File: src/rtl/mpt_route_pkg.sv
package mpt_route_pkg;

  // Every instance window spans 32 bytes.
  localparam int unsigned OFFSET_W = 5;

  // Windows below this number are per-requester aliases.
  localparam int unsigned ALIAS_WINDOWS = 2;

  typedef enum logic [1:0] {
    WK_ALIAS_TMR = 2'd0,
    WK_ALIAS_WDG = 2'd1,
    WK_DIRECT    = 2'd2,
    WK_NONE      = 2'd3
  } win_kind_e;

  // Instance number of a core's timer (flavour 0) or watchdog (flavour 1).
  function automatic int unsigned inst_of_core(int unsigned core, int unsigned flavour);
    return core * 2 + flavour;
  endfunction

endpackage

File: src/rtl/mpt_win_decode.sv
module mpt_win_decode
  import mpt_route_pkg::*;
#(
  parameter int unsigned NUM_CORES = 4,
  parameter int unsigned WIN_W     = 4,
  parameter int unsigned REQ_ID_W  = 2,
  parameter int unsigned SEL_W     = 3
) (
  input  logic [WIN_W-1:0]    win_idx,
  input  logic [REQ_ID_W-1:0] req_id,
  output logic                hit,
  output win_kind_e           kind,
  output logic [SEL_W-1:0]    sel
);

  localparam int unsigned NUM_INST = 2 * NUM_CORES;
  localparam int unsigned NUM_WIN  = ALIAS_WINDOWS + NUM_INST;

  logic         id_in_range;
  int unsigned  win_u;
  int unsigned  tgt;

  assign win_u       = 32'(win_idx);
  assign id_in_range = 32'(req_id) < NUM_CORES;

  always_comb begin
    kind = WK_NONE;
    hit  = 1'b0;
    tgt  = 0;
    if (win_u < ALIAS_WINDOWS) begin
      kind = (win_u == 0) ? WK_ALIAS_TMR : WK_ALIAS_WDG;
      hit  = id_in_range;
      tgt  = inst_of_core(32'(req_id), win_u);
    end else if (win_u < NUM_WIN) begin
      kind = WK_DIRECT;
      hit  = 1'b1;
      tgt  = win_u - ALIAS_WINDOWS;
    end
  end

  assign sel = hit ? SEL_W'(tgt) : '0;

endmodule

File: src/rtl/mpt_rd_mux.sv
module mpt_rd_mux #(
  parameter int unsigned NUM_INST = 8,
  parameter int unsigned DATA_W   = 32
) (
  input  logic [NUM_INST-1:0]        rd_en,
  input  logic [NUM_INST*DATA_W-1:0] rdata_bus,
  output logic [DATA_W-1:0]          rdata
);

  logic [DATA_W-1:0] acc [NUM_INST+1];

  assign acc[0] = '0;

  // AND-OR chain: a one-hot (or empty) read strobe picks one slice or none.
  for (genvar i = 0; i < NUM_INST; i++) begin : g_or
    assign acc[i+1] = acc[i] | (rd_en[i] ? rdata_bus[i*DATA_W +: DATA_W] : '0);
  end

  assign rdata = acc[NUM_INST];

endmodule

File: src/rtl/mpt_irq_order.sv
module mpt_irq_order #(
  parameter int unsigned NUM_CORES = 4
) (
  input  logic                   clk,
  input  logic                   rst_n,
  input  logic [NUM_CORES-1:0]   tmr_irq,
  input  logic [NUM_CORES-1:0]   wdg_irq,
  output logic [2*NUM_CORES-1:0] irq_out
);

  for (genvar c = 0; c < NUM_CORES; c++) begin : g_core
    assign irq_out[2*c]     = tmr_irq[c];
    assign irq_out[2*c + 1] = wdg_irq[c];
  end

  // the merged vector carries as many active lines as both sources together.
  a_r9_irq_count: assert property (@(posedge clk) disable iff (!rst_n)
    $countones(irq_out) == $countones(tmr_irq) + $countones(wdg_irq));

endmodule

File: src/rtl/mpt_core_bank_router.sv
module mpt_core_bank_router
  import mpt_route_pkg::*;
#(
  parameter int unsigned NUM_CORES = 4,
  parameter int unsigned ADDR_W    = 9,
  parameter int unsigned DATA_W    = 32,
  parameter int unsigned REQ_ID_W  = 2
) (
  input  logic                          clk,
  input  logic                          rst_n,
  input  logic                          req_valid,
  input  logic                          req_write,
  input  logic [ADDR_W-1:0]             req_addr,
  input  logic [DATA_W-1:0]             req_wdata,
  input  logic [REQ_ID_W-1:0]           req_id,
  output logic [DATA_W-1:0]             rsp_rdata,
  output logic                          rsp_err,
  output logic [2*NUM_CORES-1:0]        inst_wr_en,
  output logic [2*NUM_CORES-1:0]        inst_rd_en,
  output logic [4:0]                    inst_offset,
  output logic [DATA_W-1:0]             inst_wdata,
  input  logic [2*NUM_CORES*DATA_W-1:0] inst_rdata,
  input  logic [NUM_CORES-1:0]          tmr_irq,
  input  logic [NUM_CORES-1:0]          wdg_irq,
  output logic [2*NUM_CORES-1:0]        irq_out
);

  localparam int unsigned NUM_INST = 2 * NUM_CORES;
  localparam int unsigned NUM_WIN  = ALIAS_WINDOWS + NUM_INST;
  localparam int unsigned WIN_W    = ADDR_W - OFFSET_W;
  localparam int unsigned SEL_W    = (NUM_INST > 1) ? $clog2(NUM_INST) : 1;

  logic [WIN_W-1:0] win_idx;
  logic             dec_hit;
  win_kind_e        dec_kind;
  logic [SEL_W-1:0] dec_sel;
  logic             acc_ok;
  logic             acc_bad;

  assign win_idx = req_addr[ADDR_W-1:OFFSET_W];

  mpt_win_decode #(
    .NUM_CORES (NUM_CORES),
    .WIN_W     (WIN_W),
    .REQ_ID_W  (REQ_ID_W),
    .SEL_W     (SEL_W)
  ) u_dec (
    .win_idx (win_idx),
    .req_id  (req_id),
    .hit     (dec_hit),
    .kind    (dec_kind),
    .sel     (dec_sel)
  );

  assign acc_ok  = req_valid &&  dec_hit;
  assign acc_bad = req_valid && !dec_hit;

  for (genvar i = 0; i < NUM_INST; i++) begin : g_strobe
    assign inst_wr_en[i] = acc_ok &&  req_write && (32'(dec_sel) == i);
    assign inst_rd_en[i] = acc_ok && !req_write && (32'(dec_sel) == i);
  end

  assign inst_offset = req_addr[OFFSET_W-1:0];
  assign inst_wdata  = req_wdata;
  assign rsp_err     = acc_bad;

  mpt_rd_mux #(
    .NUM_INST (NUM_INST),
    .DATA_W   (DATA_W)
  ) u_mux (
    .rd_en     (inst_rd_en),
    .rdata_bus (inst_rdata),
    .rdata     (rsp_rdata)
  );

  mpt_irq_order #(
    .NUM_CORES (NUM_CORES)
  ) u_irq (
    .clk     (clk),
    .rst_n   (rst_n),
    .tmr_irq (tmr_irq),
    .wdg_irq (wdg_irq),
    .irq_out (irq_out)
  );

  // never more than one instance strobed.
  a_r6_single_strobe: assert property (@(posedge clk) disable iff (!rst_n)
    $onehot0({inst_wr_en, inst_rd_en}));

  // an accepted access strobes exactly one instance.
  a_r6_accept_strobes: assert property (@(posedge clk) disable iff (!rst_n)
    acc_ok |-> $countones({inst_wr_en, inst_rd_en}) == 1);

  // alias from an unconfigured requester is refused and touches nothing.
  a_r4_alias_bad_id: assert property (@(posedge clk) disable iff (!rst_n)
    (req_valid && 32'(win_idx) < ALIAS_WINDOWS && 32'(req_id) >= NUM_CORES)
      |-> (rsp_err && inst_wr_en == '0 && inst_rd_en == '0 && rsp_rdata == '0));

  // windows past the last core are refused.
  a_r5_hole_refused: assert property (@(posedge clk) disable iff (!rst_n)
    (req_valid && 32'(win_idx) >= NUM_WIN)
      |-> (rsp_err && inst_wr_en == '0 && inst_rd_en == '0 && rsp_rdata == '0));

  // writes return no read data.
  a_r7_write_no_data: assert property (@(posedge clk) disable iff (!rst_n)
    (req_valid && req_write) |-> rsp_rdata == '0);

  // idle cycles are quiet.
  a_r10_idle_quiet: assert property (@(posedge clk) disable iff (!rst_n)
    !req_valid |-> (!rsp_err && inst_wr_en == '0 && inst_rd_en == '0 && rsp_rdata == '0));

  // a direct window is never refused.
  a_r3_direct_taken: assert property (@(posedge clk) disable iff (!rst_n)
    (req_valid && dec_kind == WK_DIRECT) |-> !rsp_err);

endmodule

File: config.mk
export PLATFORM = sky130hd
export DESIGN_NAME = mpt_core_bank_router
export DESIGN_NICKNAME = d
export VERILOG_FILES = /design/src/rtl/mpt_route_pkg.sv /design/src/rtl/mpt_win_decode.sv /design/src/rtl/mpt_rd_mux.sv /design/src/rtl/mpt_irq_order.sv /design/src/rtl/mpt_core_bank_router.sv
export SDC_FILE = /design/constraint.sdc
export NUM_CORES = 1
export LEC_CHECK = 0
export BUFFER_PORTS_ARGS = -buffer_cell sky130_fd_sc_hd__buf_2
export CAP_MARGIN = 30
export CORE_AREA = 2 2 157 159
export DETAILED_ROUTE_END_ITERATION = 10
export DIE_AREA = 0 0 159 161
export PLACE_DENSITY = 0.41
export SYNTH_ARGS = -nofsm -noshare
export SYNTH_HDL_FRONTEND = slang
export SYNTH_HIERARCHICAL = 1
export SYNTH_SLANG_ARGS = --single-unit
File: constraint.sdc
create_clock -name vclk -period 4.5
set_input_delay 1.35 -clock vclk [all_inputs]
set_output_delay 1.35 -clock vclk [all_outputs]
set_load 0.01 [all_outputs]
==> run_summary.xml <==
<?xml version="1.0" encoding="UTF-8"?>
<metrics>
  <group name="global_route">
    <metric name="gr-usage-met2" unit="%">21.1</metric>
    <metric name="grt_first_pass_wirelength" unit="mm">21.9</metric>
    <metric name="antenna_found_initial" unit="">1</metric>
    <metric name="groute.layer.met1.usage" unit="%">13.3</metric>
    <metric name="global_route.usage.total" unit="%">11.3</metric>
    <metric name="grt_pass1_vias" unit="">3546</metric>
    <metric name="grt_most_used_layer" unit="">met2</metric>
    <metric name="globalRouteOverflowTotal" unit="">0</metric>
    <metric name="groute.layer.met3.usage" unit="%">1.34</metric>
    <metric name="maximum_number_of_pins_on_one_net_before_global_route_repair" unit="">20</metric>
  </group>
  <group name="yosys">
    <metric name="post_synth_instance_area" unit="um^2">1850</metric>
    <metric name="synth_fp_nets" unit="">574</metric>
    <metric name="synth-warning-count" unit="">6</metric>
    <metric name="synth_cells" unit="">262</metric>
    <metric name="postSynthAreaPerCell" unit="um^2">7.06</metric>
  </group>
  <group name="layout">
    <metric name="utilization" unit="%">18.0</metric>
    <metric name="layout.area.seq" unit="um^2">0</metric>
    <metric name="layout.cells.non_filler" unit="">876</metric>
    <metric name="layout.clock_buffers" unit="">0</metric>
    <metric name="final_net_count" unit="">866</metric>
    <metric name="layout-drive-gt1-share" unit="%">71.9</metric>
    <metric name="diodes" unit="">0</metric>
    <metric name="syn_to_final_growth" unit="%">134</metric>
    <metric name="n_sequential_cell" unit="">0</metric>
  </group>
  <group name="timing">
    <metric name="fin_hold_ws" unit="ns">2.70</metric>
    <metric name="pins_over_slew_limit" unit="">0</metric>
    <metric name="hold_viol_final" unit="">0</metric>
    <metric name="rsz0062_at_grt" unit="">yes</metric>
    <metric name="timing.final.ws_setup" unit="ns">-0.138</metric>
    <metric name="max_slew.worst_pin.slew" unit="ns">0.371</metric>
    <metric name="timing.final.crit_share" unit="%">103</metric>
    <metric name="slew_headroom" unit="%">75.1</metric>
    <metric name="min_period" unit="ns">4.64</metric>
    <metric name="fmax" unit="MHz">216</metric>
    <metric name="setup_viol_count_final" unit="">32</metric>
  </group>
  <group name="floorplanning">
    <metric name="rows" unit="">57</metric>
    <metric name="floorplan.initialDensity" unit="%">7.72</metric>
    <metric name="chipWidth" unit="um">159</metric>
    <metric name="design.portCount" unit="">405</metric>
    <metric name="floorplan_die_area" unit="um^2">25600</metric>
    <metric name="core_region_area" unit="um^2">24000</metric>
    <metric name="die_outline_height" unit="um">161</metric>
  </group>
  <group name="pwr">
    <metric name="max-vdd-ir-drop" unit="mV">0.0228</metric>
    <metric name="power_density" unit="nW/um^2">61.0</metric>
    <metric name="total_power" unit="W">0.000264</metric>
    <metric name="total_leakage_power" unit="nW">1.97</metric>
  </group>
  <group name="route">
    <metric name="drt-initial-drc-count" unit="">224</metric>
    <metric name="vias_per_cell" unit="">4.15</metric>
    <metric name="wirelength" unit="mm">16.2</metric>
    <metric name="routed_wire_length_per_instance" unit="um">18.5</metric>
    <metric name="antenna_violating_nets_post_route" unit="">0</metric>
    <metric name="vias" unit="">3636</metric>
    <metric name="drt-pass1-iter-count" unit="">5</metric>
    <metric name="drcViolationCount" unit="">0</metric>
  </group>
  <group name="worst_setup_path">
    <metric name="critPathArrivalTime" unit="ns">3.29</metric>
    <metric name="critical_path_class" unit="">input port to output pin</metric>
    <metric name="crit_end_element" unit="">output pin</metric>
    <metric name="crit_path_start_kind" unit="">input port</metric>
    <metric name="crit_required" unit="ns">3.15</metric>
    <metric name="worst-path-max-fanout" unit="">7</metric>
  </group>
  <group name="placed_design">
    <metric name="globalplace.congestion" unit="">0.757</metric>
    <metric name="placedCellCount" unit="">860</metric>
    <metric name="post-dp-hpwl" unit="mm">12.0</metric>
    <metric name="port-buffer-count" unit="">313</metric>
  </group>
  <group name="run">
    <metric name="max-cap-violations" unit="">0</metric>
  </group>
  <group name="status">
    <metric name="failing_checks" unit="">setup timing</metric>
    <metric name="outcome" unit="">finished, violations left</metric>
  </group>
  <group name="cts">
    <metric name="cts.hold.buffers_added" unit="">0</metric>
  </group>
  <group name="hold_path">
    <metric name="tightest_hold_check_type" unit="">input port to output pin</metric>
  </group>
</metrics>
==> power breakdown <==
group | switching [W] | internal [W]
Clock | 0 | 0
Combinational | 0.000115 | 0.000149
Sequential | 0 | 0
==> critical path, stage by stage <==
cell and delay (ns):
sky130_fd_sc_hd__buf_8 0.10, sky130_fd_sc_hd__ha_4 0.26, sky130_fd_sc_hd__nor3_2 0.04, sky130_fd_sc_hd__a211oi_2 0.22, sky130_fd_sc_hd__buf_4 0.16, sky130_fd_sc_hd__nand4b_1 0.14
sky130_fd_sc_hd__buf_4 0.15, sky130_fd_sc_hd__nor3_4 0.04, sky130_fd_sc_hd__buf_12 0.15, sky130_fd_sc_hd__buf_12 0.14, sky130_fd_sc_hd__a22oi_2 0.19, sky130_fd_sc_hd__nand4_1 0.15
sky130_fd_sc_hd__buf_2 0.17
==> layout make-up <==
cell class | instances | area, um^2
timing repair buffer | 359 | 2330
multi-input combinational | 193 | 1590
fill | 2785 | 19600
tap | 324 | 405
==> through the flow <==
step / instance area [um^2] / setup slack [ns] / TNS (ns)
2_1_floorplan: 1880 / 0.00428 / 0
3_3_place_gp: 3820 / -0.309 / -6.98
3_5_place_dp: 3820 / -0.312 / -6.69
4_1_cts: 4200 / -0.169 / -3.84
5_1_grt: 4320 / -0.235 / -5.38
6_report: 4320 / -0.138 / -2.04
==> path summary, 6_finish.rpt <==
path                           from  depth (start not counted)             end
worst min-delay path  req_wdata[11]                          0  inst_wdata[11]
worst max-delay path    req_addr[6]                         13   rsp_rdata[18]
==> metal layers <==
layer  part of all wire, %  up-vias  routed length [um]
met5                 0.080        -                  13
met4                   3.8        2                 622
met3                   8.0       45                1290
met2                    51      258                8170
met1                    38     1685                6080
li1                      -     1646                   -
==> placed cells by master, fill, tap and decap left out <==
| cell | count |
|---|---|
| sky130_fd_sc_hd__a211oi_2 | 1 |
| sky130_fd_sc_hd__a22oi_1 | 104 |
| sky130_fd_sc_hd__a22oi_2 | 24 |
| sky130_fd_sc_hd__and2_1 | 1 |
| sky130_fd_sc_hd__buf_12 | 18 |
| sky130_fd_sc_hd__buf_16 | 7 |
| sky130_fd_sc_hd__buf_2 | 311 |
| sky130_fd_sc_hd__buf_4 | 19 |
| sky130_fd_sc_hd__buf_6 | 1 |
| sky130_fd_sc_hd__buf_8 | 1 |
| sky130_fd_sc_hd__clkbuf_16 | 2 |
| sky130_fd_sc_hd__ha_4 | 1 |
| sky130_fd_sc_hd__nand2_1 | 1 |
| sky130_fd_sc_hd__nand2b_1 | 1 |
| sky130_fd_sc_hd__nand2b_2 | 1 |
| sky130_fd_sc_hd__nand3b_1 | 1 |
| sky130_fd_sc_hd__nand4_1 | 33 |
| sky130_fd_sc_hd__nand4b_1 | 2 |
| sky130_fd_sc_hd__nand4bb_4 | 1 |
| sky130_fd_sc_hd__nor2_1 | 8 |
| sky130_fd_sc_hd__nor2_4 | 4 |
| sky130_fd_sc_hd__nor2b_1 | 1 |
| sky130_fd_sc_hd__nor3_2 | 2 |
| sky130_fd_sc_hd__nor3_4 | 3 |
| sky130_fd_sc_hd__o21ai_2 | 1 |
| sky130_fd_sc_hd__o311ai_1 | 1 |
| sky130_fd_sc_hd__or3b_1 | 1 |
| sky130_fd_sc_hd__xnor2_1 | 1 |
==> what timing repair did <==
action,4_1_cts,5_1_grt
buffers inserted,7,2
resized for setup,38,9
cloned,5,2
setup endpoints to repair,33,34
pin swaps,13,8
(Power assumes the default switching activity.)
